## src/rtl/sbr_pkg.sv

```systemverilog
package sbr_pkg;
  typedef enum logic [2:0] {
    ST_IDLE   = 3'd0,
    ST_HOT    = 3'd1,
    ST_FLUSH  = 3'd2,
    ST_REGRST = 3'd3,
    ST_WAIT   = 3'd4,
    ST_RESUME = 3'd5
  } sbr_state_e;
endpackage

```

## src/rtl/sbr_seq_fsm.sv

```systemverilog
module sbr_seq_fsm
  import sbr_pkg::*;
#(
  parameter int NUM_DS     = 4,
  parameter int HOT_CYCLES = 4,
  localparam int PORT_W    = (NUM_DS > 1) ? $clog2(NUM_DS) : 1,
  localparam int CNT_W     = (HOT_CYCLES > 1) ? $clog2(HOT_CYCLES + 1) : 1
) (
  input  logic              clk,
  input  logic              rst,
  input  logic              sbr_ctl,
  input  logic              up_scope,
  input  logic [PORT_W-1:0] port_sel,
  output logic              ev_start,
  output logic              ev_hot_cont,
  output logic              ev_hot_end,
  output logic              ev_flush_end,
  output logic [NUM_DS-1:0] scope_new,
  output logic [NUM_DS-1:0] cap_scope,
  output logic              cap_up,
  output logic              busy
);
  localparam logic [NUM_DS-1:0] ONE_BIT  = {{(NUM_DS-1){1'b0}}, 1'b1};
  localparam logic [NUM_DS-1:0] ALL_BITS = {NUM_DS{1'b1}};
  localparam logic [CNT_W-1:0]  HOT_LAST = CNT_W'(HOT_CYCLES - 1);

  sbr_state_e       state_q, state_d;
  logic [CNT_W-1:0] cnt_q;
  logic             ctl_q;

  assign scope_new    = up_scope ? ALL_BITS : (ONE_BIT << port_sel);
  assign ev_start     = (state_q == ST_IDLE) && sbr_ctl && !ctl_q;
  assign ev_hot_end   = (state_q == ST_HOT) && (cnt_q == HOT_LAST);
  assign ev_hot_cont  = (state_q == ST_HOT) && (cnt_q != HOT_LAST);
  assign ev_flush_end = (state_q == ST_FLUSH);

  always_comb begin
    state_d = state_q;
    unique case (state_q)
      ST_IDLE:   if (ev_start) state_d = ST_HOT;
      ST_HOT:    if (ev_hot_end) state_d = ST_FLUSH;
      ST_FLUSH:  state_d = ST_REGRST;
      ST_REGRST: state_d = ST_WAIT;
      ST_WAIT:   if (!sbr_ctl) state_d = ST_RESUME;
      ST_RESUME: state_d = ST_IDLE;
      default:   state_d = ST_IDLE;
    endcase
  end

  always_ff @(posedge clk) begin
    if (rst) begin
      state_q   <= ST_IDLE;
      cnt_q     <= '0;
      ctl_q     <= 1'b0;
      cap_scope <= '0;
      cap_up    <= 1'b0;
      busy      <= 1'b0;
    end else begin
      state_q <= state_d;
      ctl_q   <= sbr_ctl;
      busy    <= (state_d != ST_IDLE);
      if (ev_start) begin
        cap_scope <= scope_new;
        cap_up    <= up_scope;
        cnt_q     <= '0;
      end else if (ev_hot_cont) begin
        cnt_q <= cnt_q + 1'b1;
      end
    end
  end
endmodule

```

## src/rtl/sbr_port_ctl.sv

```systemverilog
module sbr_port_ctl #(
  parameter int NUM_DS = 4
) (
  input  logic              clk,
  input  logic              rst,
  input  logic              ev_start,
  input  logic              ev_hot_cont,
  input  logic              ev_hot_end,
  input  logic              ev_flush_end,
  input  logic [NUM_DS-1:0] scope_new,
  input  logic [NUM_DS-1:0] cap_scope,
  input  logic              cap_up,
  input  logic [NUM_DS-1:0] link_up,
  output logic [NUM_DS-1:0] hot_reset_req,
  output logic [NUM_DS-1:0] flush_strobe,
  output logic [NUM_DS-1:0] reg_reset_pulse
);
  for (genvar i = 0; i < NUM_DS; i++) begin : g_port
    logic mask_q;
    logic mask_nxt;

    assign mask_nxt = mask_q & link_up[i];

    always_ff @(posedge clk) begin
      if (rst) begin
        mask_q             <= 1'b0;
        hot_reset_req[i]   <= 1'b0;
        flush_strobe[i]    <= 1'b0;
        reg_reset_pulse[i] <= 1'b0;
      end else begin
        if (ev_start) begin
          mask_q           <= scope_new[i] & link_up[i];
          hot_reset_req[i] <= scope_new[i] & link_up[i];
        end else if (ev_hot_cont) begin
          mask_q           <= mask_nxt;
          hot_reset_req[i] <= mask_nxt;
        end else begin
          mask_q           <= 1'b0;
          hot_reset_req[i] <= 1'b0;
        end
        flush_strobe[i]    <= ev_hot_end & cap_scope[i];
        reg_reset_pulse[i] <= ev_flush_end & cap_up;
      end
    end
  end
endmodule

```

## src/rtl/sbr_ur_filter.sv

```systemverilog
module sbr_ur_filter #(
  parameter int NUM_DS  = 4,
  localparam int PORT_W = (NUM_DS > 1) ? $clog2(NUM_DS) : 1
) (
  input  logic              clk,
  input  logic              rst,
  input  logic              busy,
  input  logic [NUM_DS-1:0] cap_scope,
  input  logic              tlp_valid,
  input  logic [PORT_W-1:0] tlp_port,
  input  logic              tlp_to_sec,
  input  logic              tlp_cfg_self,
  output logic              ur_valid,
  output logic              ur_flag
);
  logic in_scope;
  logic reject;

  assign in_scope = (32'(tlp_port) < NUM_DS) && cap_scope[tlp_port];
  assign reject   = tlp_valid && busy && tlp_to_sec && !tlp_cfg_self && in_scope;

  always_ff @(posedge clk) begin
    if (rst) begin
      ur_valid <= 1'b0;
      ur_flag  <= 1'b0;
    end else begin
      ur_valid <= tlp_valid;
      ur_flag  <= reject;
    end
  end
endmodule

```

## src/rtl/sbr_reset_seq.sv

```systemverilog
module sbr_reset_seq #(
  parameter int NUM_DS     = 4,
  parameter int HOT_CYCLES = 4,
  localparam int PORT_W    = (NUM_DS > 1) ? $clog2(NUM_DS) : 1
) (
  input  logic              clk,
  input  logic              rst,
  input  logic              sbr_ctl,
  input  logic              up_scope,
  input  logic [PORT_W-1:0] port_sel,
  input  logic [NUM_DS-1:0] link_up,
  input  logic              tlp_valid,
  input  logic [PORT_W-1:0] tlp_port,
  input  logic              tlp_to_sec,
  input  logic              tlp_cfg_self,
  output logic              busy,
  output logic [NUM_DS-1:0] hot_reset_req,
  output logic [NUM_DS-1:0] flush_strobe,
  output logic [NUM_DS-1:0] reg_reset_pulse,
  output logic              ur_valid,
  output logic              ur_flag
);
  logic              ev_start, ev_hot_cont, ev_hot_end, ev_flush_end;
  logic [NUM_DS-1:0] scope_new, cap_scope;
  logic              cap_up;

  sbr_seq_fsm #(.NUM_DS(NUM_DS), .HOT_CYCLES(HOT_CYCLES)) u_fsm (
    .clk(clk), .rst(rst), .sbr_ctl(sbr_ctl), .up_scope(up_scope), .port_sel(port_sel),
    .ev_start(ev_start), .ev_hot_cont(ev_hot_cont), .ev_hot_end(ev_hot_end),
    .ev_flush_end(ev_flush_end), .scope_new(scope_new), .cap_scope(cap_scope),
    .cap_up(cap_up), .busy(busy)
  );

  sbr_port_ctl #(.NUM_DS(NUM_DS)) u_ports (
    .clk(clk), .rst(rst), .ev_start(ev_start), .ev_hot_cont(ev_hot_cont),
    .ev_hot_end(ev_hot_end), .ev_flush_end(ev_flush_end), .scope_new(scope_new),
    .cap_scope(cap_scope), .cap_up(cap_up), .link_up(link_up),
    .hot_reset_req(hot_reset_req), .flush_strobe(flush_strobe),
    .reg_reset_pulse(reg_reset_pulse)
  );

  sbr_ur_filter #(.NUM_DS(NUM_DS)) u_ur (
    .clk(clk), .rst(rst), .busy(busy), .cap_scope(cap_scope), .tlp_valid(tlp_valid),
    .tlp_port(tlp_port), .tlp_to_sec(tlp_to_sec), .tlp_cfg_self(tlp_cfg_self),
    .ur_valid(ur_valid), .ur_flag(ur_flag)
  );
endmodule

```

## config.mk

```make
export PLATFORM = sky130hd
export DESIGN_NAME = sbr_reset_seq
export DESIGN_NICKNAME = d
export VERILOG_FILES = /design/src/rtl/sbr_pkg.sv /design/src/rtl/sbr_seq_fsm.sv /design/src/rtl/sbr_port_ctl.sv /design/src/rtl/sbr_ur_filter.sv /design/src/rtl/sbr_reset_seq.sv
export SDC_FILE = /design/constraint.sdc
export NUM_CORES = 1
export LEC_CHECK = 0
export ABC_AREA = 1
export BUFFER_PORTS_ARGS = -buffer_cell sky130_fd_sc_hd__buf_2
export CORE_ASPECT_RATIO = 1.25
export CORE_UTILIZATION = 50
export DETAILED_ROUTE_END_ITERATION = 16
export PLACE_DENSITY = 0.81
export SKIP_CTS_REPAIR_TIMING = 1
export SYNTH_ARGS = -nofsm -noshare
export SYNTH_HDL_FRONTEND = slang
export SYNTH_SLANG_ARGS = --single-unit
```

## constraint.sdc

```tcl
create_clock -name clk -period 1.96 [get_ports clk]
set_input_delay 0.392 -clock clk [delete_from_list [all_inputs] [get_ports clk]]
set_output_delay 0.392 -clock clk [all_outputs]
set_load 0.05 [all_outputs]
```

Word-level counts from Yosys, hierarchy flattened
Cells that the tools add are included.
- flip-flop bits (word level): 24
- logic and storage cells: 67
- add/subtract/negate cells: 1
- $lt $le $gt $ge: 1
- eq/ne operators: 6
- shifts and indexed selects: 1
- muxes and demuxes: 15
- bitwise logic cells: 13
- reduce and logical (&&, ||, !) cells: 13
- operator list (cell ; number):
    $pmux W3 S5 ; 1
    $and A1 B1 Y1 ; 13
    $eq A3 B2 Y1 const B ; 3
    $mux W1 ; 9
    $mux W3 ; 3
    $logic_and A1 B1 Y1 ; 8
    $mux W4 ; 1
    $shl A1 B2 Y4 const A ; 1
    $add A3 B1 Y3 const B ; 1
    $eq A3 B1 Y1 const B ; 1
    $eq A3 B3 Y1 const B ; 1
    $logic_not A3 Y1 ; 1
    $lt A2 B3 Y1 const B ; 1
    $ne A3 B2 Y1 const B ; 1
    $reduce_bool A3 Y1 ; 1
    $bmux W1 S2 ; 1
    $logic_not A1 Y1 ; 2
    $reduce_or A2 Y1 ; 1

Logic depth before layout (Yosys ltp)
Gate-level depths: netlist of the first run.
- depth after elaboration: 6
- depth in mapped cells: 7

Cells and area by module
A second synthesis of the first run with hierarchy kept.
- cell total of the unflattened synthesis: 156
- area total of the unflattened synthesis: 1082.3 um2
- modules (own cells, without submodules) (module ; times used ; cells an instance ; area each (um2)):
    sbr_seq_fsm ; 1 ; 83 ; 585.6
    sbr_port_ctl ; 1 ; 56 ; 390.4
    sbr_ur_filter ; 1 ; 17 ; 106.4

Least setup slack after synthesis of the first run
Ideal clock, no wire load.
- kind: reg2out
- start point: register, netlist name u_ports.reg_reset_pulse[0]
- end point: output reg_reset_pulse[1]
- arrival: 0.934 ns
- data required time: 1.568 ns
- setup slack: 0.634 ns
- stages on the path, launching flop included: 2
- cells stage by stage: dfxtp_1 buf_4
- RTL lines (element ; line ; source):
    to (decl) ; sbr_reset_seq.sv:19 ; output logic [NUM_DS-1:0] reg_reset_pulse,

==> flow_metrics.env, run 1 <==
export IMPL_layout_setup_ws_ps=617
export IMPL_syn_inst=135
export IMPL_slew_headroom=0.767
export IMPL_crit_path_end_kind="output port"
export IMPL_io_pins=30
export IMPL_peakVddDrop_v=0.000482
export IMPL_start_kind="flop"
export IMPL_swShare=0.244
export IMPL_yosys_warnings=0
export IMPL_crit_cells=1
export IMPL_antenna_left=0
export IMPL_power_density_nw_per_um2=830
export IMPL_clock_skew_ps=14.2
export IMPL_core_area_um2=1960
export IMPL_yosysUniqueCellTypes=23
export IMPL_power_internal_w=0.000752
export IMPL_slew_violations=0
export IMPL_power_frac_comb=0.117
export IMPL_p_seq_frac=0.522
export IMPL_die_area_um2=2270
export IMPL_wl_per_cell_um=10.8
export IMPL_grt_pass1_vias=878
export IMPL_finalSetupViolCount=0
export IMPL_antenna_found_initial=0
export IMPL_cp_slowest_cell="dfxtp_1"
export IMPL_timing_final_crit_share=0.685
export IMPL_clk_latency_ps=330
export IMPL_die_h_um=53.0
export IMPL_tightest_slew_ps=349
export IMPL_outcome="complete, but fails checks"
export IMPL_critPathRequiredTime_ps=1570
export IMPL_r2r_start="u_fsm.cnt_q[0]$_SDFFE_PP0P_"
export IMPL_dr_pass1_iters=10
export IMPL_port_buffers=29
export IMPL_cts_tree="yes"
export IMPL_regArea_um2=480
export IMPL_fillers=178
export IMPL_cts_sinks=24
export IMPL_ys_seq_elements=24
export IMPL_num_vias=921
export IMPL_wl_met1_um=792
export IMPL_antenna_cells=0
export IMPL_path_clk_slew_ps=140
export IMPL_gr_usage_all_layers=0.198
export IMPL_regToRegEndpoint="u_fsm.cnt_q[0]$_SDFFE_PP0P_"
export IMPL_total_power_w=0.000994
export IMPL_cp_top_family="flip-flops"
export IMPL_initial_core_util=0.532
export IMPL_place_ws_ps=652
export IMPL_max_cap_violations=0
export IMPL_max_stage_delay_ps=360
export IMPL_synth_xor_xnor_area_share=0
export IMPL_hold_violations=0
export IMPL_routabilityCongestion=0.803
export IMPL_nets=177
export IMPL_violations="DRC"
export IMPL_yosysSeqAreaShare=0.461
export IMPL_hp_class="input pin to flop"
export IMPL_final_util=0.611
export IMPL_cp_max_fo=2
export IMPL_overflow=0
export IMPL_hold_slack_ps=271
export IMPL_synth_compound_area_frac=0.0972
export IMPL_grt_start_max_net_pins=15
export IMPL_crit_start="u_ports.g_port[3].mask_q$_SDFF_PP0_"
export IMPL_synth_top_family_by_area="simple AND/OR/NAND/NOR gates"
export IMPL_crit_chain="buf_2"
export IMPL_r2r_cells=5
export IMPL_cts_root_buffer_cell="clkbuf_4"
export IMPL_p_leak_nw=0.570
export IMPL_top_layer="met4"
export IMPL_switching_power_w=0.000242
export IMPL_min_from="link_up[0]"
export IMPL_route_met2_wl_um=968
export IMPL_fp_row_count=18
export IMPL_avgSynthCellArea_um2=7.72
export IMPL_synth_area_um2=1040
export IMPL_dp_hpwl_um=1510
export IMPL_crit_type="flop to output port"
export IMPL_muxShareOfSynthArea=0
export IMPL_pwr_share_clk=0.361
export IMPL_r2r_slack_ps=640
export IMPL_crit_buf_inv=1
export IMPL_drc=1
export IMPL_via_per_inst=5.15
export IMPL_grt_pass1_wl_um=3390
export IMPL_critical_path_endpoint="hot_reset_req[3]"
export IMPL_cts_buffers=3
export IMPL_synth_simple_area_share=0.299
export IMPL_max_freq_ghz=0.745
export IMPL_final_common_cell="nand2_1"
export IMPL_drive_gt1_frac=0.258
export IMPL_die_x_um=42.8
export IMPL_area_delta_synth_final_pct=14.9
export IMPL_drt_wl_total_um=1930
export IMPL_setup_tns_ps=0
export IMPL_clk_path_buf_depth=2
export IMPL_drtIter0Drc=18
export IMPL_rsz0062_at_grt="false"
export IMPL_route_met3_wl_um=117
export IMPL_multi_input_area_um2=438
export IMPL_synthAdderAreaFrac=0.0240
export IMPL_critPathArrivalTime_ps=950
export IMPL_synth_nets=152
export IMPL_final_cell_mix="36 x nand2_1, 29 x buf_2, 24 x dfxtp_1"
export IMPL_cts_htree_levels=1
export IMPL_post_route_min_period_ps=1340
[power groups by stage]
| stage | Combinational (W) | Clock [W] | Sequential (W) |
|---|---|---|---|
| after floorplan | 0.0000758 | 0 | 0.000538 |
| after global placement | 0.000112 | 0 | 0.000529 |
| after detailed placement | 0.000115 | 0 | 0.000530 |
| after CTS | 0.000116 | 0.000365 | 0.000519 |
| after global routing | 0.000130 | 0.000392 | 0.000521 |
| final | 0.000116 | 0.000359 | 0.000519 |
[final cells by class]
cell class | count | area share
sequential | 24 | 0.401
multi-input combinational | 87 | 0.366
clock buffer | 3 | 0.0188
clock inverter | 1 | 0.0251
tap | 20 | 0.0209
inverter | 15 | 0.0470
timing repair buffer | 29 | 0.121
[cells in the mapped netlist, drive strengths merged]
master | count | area share
inv | 15 | 0.054
or2 | 2 | 0.012
buf | 8 | 0.061
o21ai | 5 | 0.024
o22ai | 1 | 0.0060
nand3b | 1 | 0.019
clkbuf | 1 | 0.0036
ha | 2 | 0.024
nor2 | 13 | 0.056
nor3 | 3 | 0.019
nand3 | 8 | 0.050
a21oi | 14 | 0.067
dfxtp | 24 | 0.46
nor4 | 1 | 0.0060
nand2 | 37 | 0.14
[metrics by stage]
step	cells	cell area (um^2)
finish	179	1200
global route	179	1200
CTS	179	1200
detailed placement	175	1140
global placement	175	1140
floorplan	135	1040
[metal layers]
layer | GRT usage | up-vias
li1 | - | 470
met4 | 0.0885 | 0
met1 | 0.215 | 404
met5 | 0 | -
met2 | 0.364 | 38
met3 | 0.0410 | 9
[sequential cells by signal, indices dropped and copies added, names as in the netlist]
register,count
u_fsm.busy,1
u_fsm.cap_scope,4
u_fsm.cap_up,1
u_fsm.cnt_q,3
u_fsm.ctl_q,1
u_fsm.state_q,3
u_ports.flush_strobe,4
u_ports.g_port.mask_q,1
u_ports.hot_reset_req,3
u_ports.reg_reset_pulse,1
u_ur.ur_flag,1
u_ur.ur_valid,1
[worst min-delay path by stage]
stage,to,slack [ps],cells after the start
CTS,u_ports.g_port[3].mask_q$_SDFF_PP0_,270,3
global route,u_ports.hot_reset_req[0]$_SDFF_PP0_,250,3
finish,u_ports.hot_reset_req[0]$_SDFF_PP0_,270,3
detailed placement,u_ports.reg_reset_pulse[0]$_SDFF_PP0_,450,2
floorplan,u_ports.reg_reset_pulse[0]$_SDFF_PP0_,420,2
global placement,u_ports.hot_reset_req[1]$_SDFF_PP0_,440,2
[cells by family (layout without fill, tap and decap cells)]
logic type	count (synthesis)	after routing
and+or+nand+nor	65	65
AOI/OAI and AO/OA	20	20
adders and majority gates	2	2
buffers and inverters	24	48
DFF	24	24
No activity file was read; power rests on OpenSTA's default activity.
==> run 2: changes to the inputs <==
CORE_UTILIZATION = 45   (was 50)
PLACE_DENSITY = 0.78   (was 0.81)
clock period = 1.2 ns   (was 1.96 ns; I/O delays follow)
==> run 2 against run 1 <==
Effect of this change: the flow finishes with violations (setup timing); routed wire length grew 4.6%; sequential power rose by 64%; count of clock-buffer cells in the layout unchanged; die area up 11%; register-to-register slack got worse by 700 ps; critical path depth up 4; design area up 8.8%; setup slack lost 670 ps; flip-flop and latch count unchanged; clock power up 65%; first-iteration DRC count increased by 50%; via count shrank 0.11%; highest routed layer unchanged.
==> flow_metrics.env, run 2 (synthesized netlist as in run 1, its figures left out) <==
export IMPL_pwr_share_clk=0.359
export IMPL_via_per_inst=4.74
export IMPL_fp_row_count=19
export IMPL_drive_gt1_frac=0.313
export IMPL_antenna_cells=0
export IMPL_place_ws_ps=-50.1
export IMPL_num_vias=920
export IMPL_cts_buffers=3
export IMPL_layout_setup_ws_ps=-56.0
export IMPL_power_internal_w=0.00124
export IMPL_antenna_left=0
export IMPL_cts_htree_levels=1
export IMPL_grt_pass1_wl_um=3350
export IMPL_whs_path_depth=3
export IMPL_path_clk_slew_ps=130
export IMPL_max_freq_ghz=0.796
export IMPL_nets=181
export IMPL_max_cap_violations=0
export IMPL_p_seq_frac=0.516
export IMPL_overflow=0
export IMPL_crit_buf_inv=0
export IMPL_wl_per_cell_um=10.4
export IMPL_clk_latency_ps=320
export IMPL_drc=0
export IMPL_critPathArrivalTime_ps=1520
export IMPL_clk_path_buf_depth=2
export IMPL_cts_tree="yes"
export IMPL_cp_slowest_cell="dfxtp_2"
export IMPL_cp_max_fo=7
export IMPL_timing_final_crit_share=1.05
export IMPL_die_area_um2=2510
export IMPL_crit_chain="ha_4 > ha_4 > nand3b_4 > or2_0 > a21oi_1"
export IMPL_crit_type="flop to flop"
export IMPL_die_x_um=45.0
export IMPL_setup_tns_ps=-121
export IMPL_crit_cells=5
export IMPL_clock_skew_ps=4.68
export IMPL_r2r_cells=5
export IMPL_gr_usage_all_layers=0.176
export IMPL_port_buffers=29
export IMPL_hp_class="input pin to flop"
export IMPL_crit_path_end_kind="flop"
export IMPL_p_leak_nw=0.588
export IMPL_slew_violations=0
export IMPL_final_cell_mix="36 x nand2_1, 21 x buf_2, 21 x dfxtp_1"
export IMPL_antenna_found_initial=0
export IMPL_cts_sinks=24
export IMPL_post_route_min_period_ps=1260
export IMPL_core_area_um2=2190
export IMPL_dr_pass1_iters=4
export IMPL_outcome="complete, but fails checks"
export IMPL_start_kind="flop"
export IMPL_grt_pass1_vias=825
export IMPL_peakVddDrop_v=0.000688
export IMPL_dp_hpwl_um=1580
export IMPL_reg_top3="u_fsm.cap_scope x4, u_ports.flush_strobe x4"
export IMPL_rsz0062_at_grt="true"
export IMPL_drt_wl_total_um=2020
export IMPL_hold_violations=0
export IMPL_finalSetupViolCount=3
export IMPL_swShare=0.246
export IMPL_io_pins=30
export IMPL_initial_core_util=0.477
export IMPL_drtIter0Drc=27
export IMPL_area_delta_synth_final_pct=25.0
export IMPL_cp_top_family="simple AND/OR/NAND/NOR gates"
export IMPL_slew_headroom=0.749
export IMPL_switching_power_w=0.000405
export IMPL_violations="setup timing"
export IMPL_critPathRequiredTime_ps=1470
export IMPL_final_util=0.596
export IMPL_power_density_nw_per_um2=1260
export IMPL_tightest_slew_ps=377
export IMPL_grt_start_max_net_pins=15
export IMPL_die_h_um=55.8
export IMPL_final_common_cell="nand2_1"
export IMPL_cts_root_buffer_cell="clkbuf_4"
export IMPL_routabilityCongestion=0.792
export IMPL_path_common_cell="ha_4"
export IMPL_power_frac_comb=0.125
export IMPL_max_stage_delay_ps=360
[run 2: layout make-up]
cell class              count  area [um^2]
clock buffers               3         22.5
fillers                   210          885
well taps                  31         38.8
inverters                  15         56.3
repair buffers             33          199
flip-flops and latches     24          484
clock inverters             1         30.0
multi-input cells          87          472
[run 2: through the flow]
stage / instances / instance area (um^2) / hold WS [ps] / power [W]
after floorplan: 135 / 1050 / 363 / 0.00100
after global placement: 189 / 1190 / 440 / 0.00105
after detailed placement: 189 / 1190 / 447 / 0.00106
after CTS: 193 / 1240 / 118 / 0.00165
after global routing: 194 / 1300 / 114 / 0.00170
final: 194 / 1300 / 122 / 0.00165
[run 2: worst paths after layout]
path | start | endpoint | slack [ps]
max | u_fsm.cnt_q[0]$_SDFFE_PP0P_ | u_fsm.cnt_q[2]$_SDFFE_PP0P_ | -60
min | link_up[0] | u_ports.hot_reset_req[0]$_SDFF_PP0_ | 120
max reg2reg | u_fsm.cnt_q[0]$_SDFFE_PP0P_ | u_fsm.cnt_q[2]$_SDFFE_PP0P_ | -60
min reg2reg | u_ports.hot_reset_req[1]$_SDFF_PP0_ | u_ports.hot_reset_req[1]$_SDFF_PP0_ | 470
[run 2: metal layers]
metal  up-vias  GRT usage  wire [um]
li1        481          -          -
met1       404      0.223        886
met2        32      0.294        982
met3         3     0.0325        118
met4         0     0.0519         27
met5         -          0          0
[run 2: worst register-to-register path, delay by kind of cell (launching register included)]
family	cells	cell delay, ps
and+or+nand+nor	2	410
adders and majority gates	2	310
DFF	1	360
AOI/OAI and AO/OA	1	120
[run 2: power groups by stage]
stage | clock (W) | combinational, W | sequential (W)
2_1_floorplan | 0 | 0.000124 | 0.000879
4_1_cts | 0.000602 | 0.000197 | 0.000847
3_3_place_gp | 0 | 0.000189 | 0.000863
5_1_grt | 0.000622 | 0.000229 | 0.000855
3_5_place_dp | 0 | 0.000196 | 0.000864
6_report | 0.000591 | 0.000206 | 0.000851
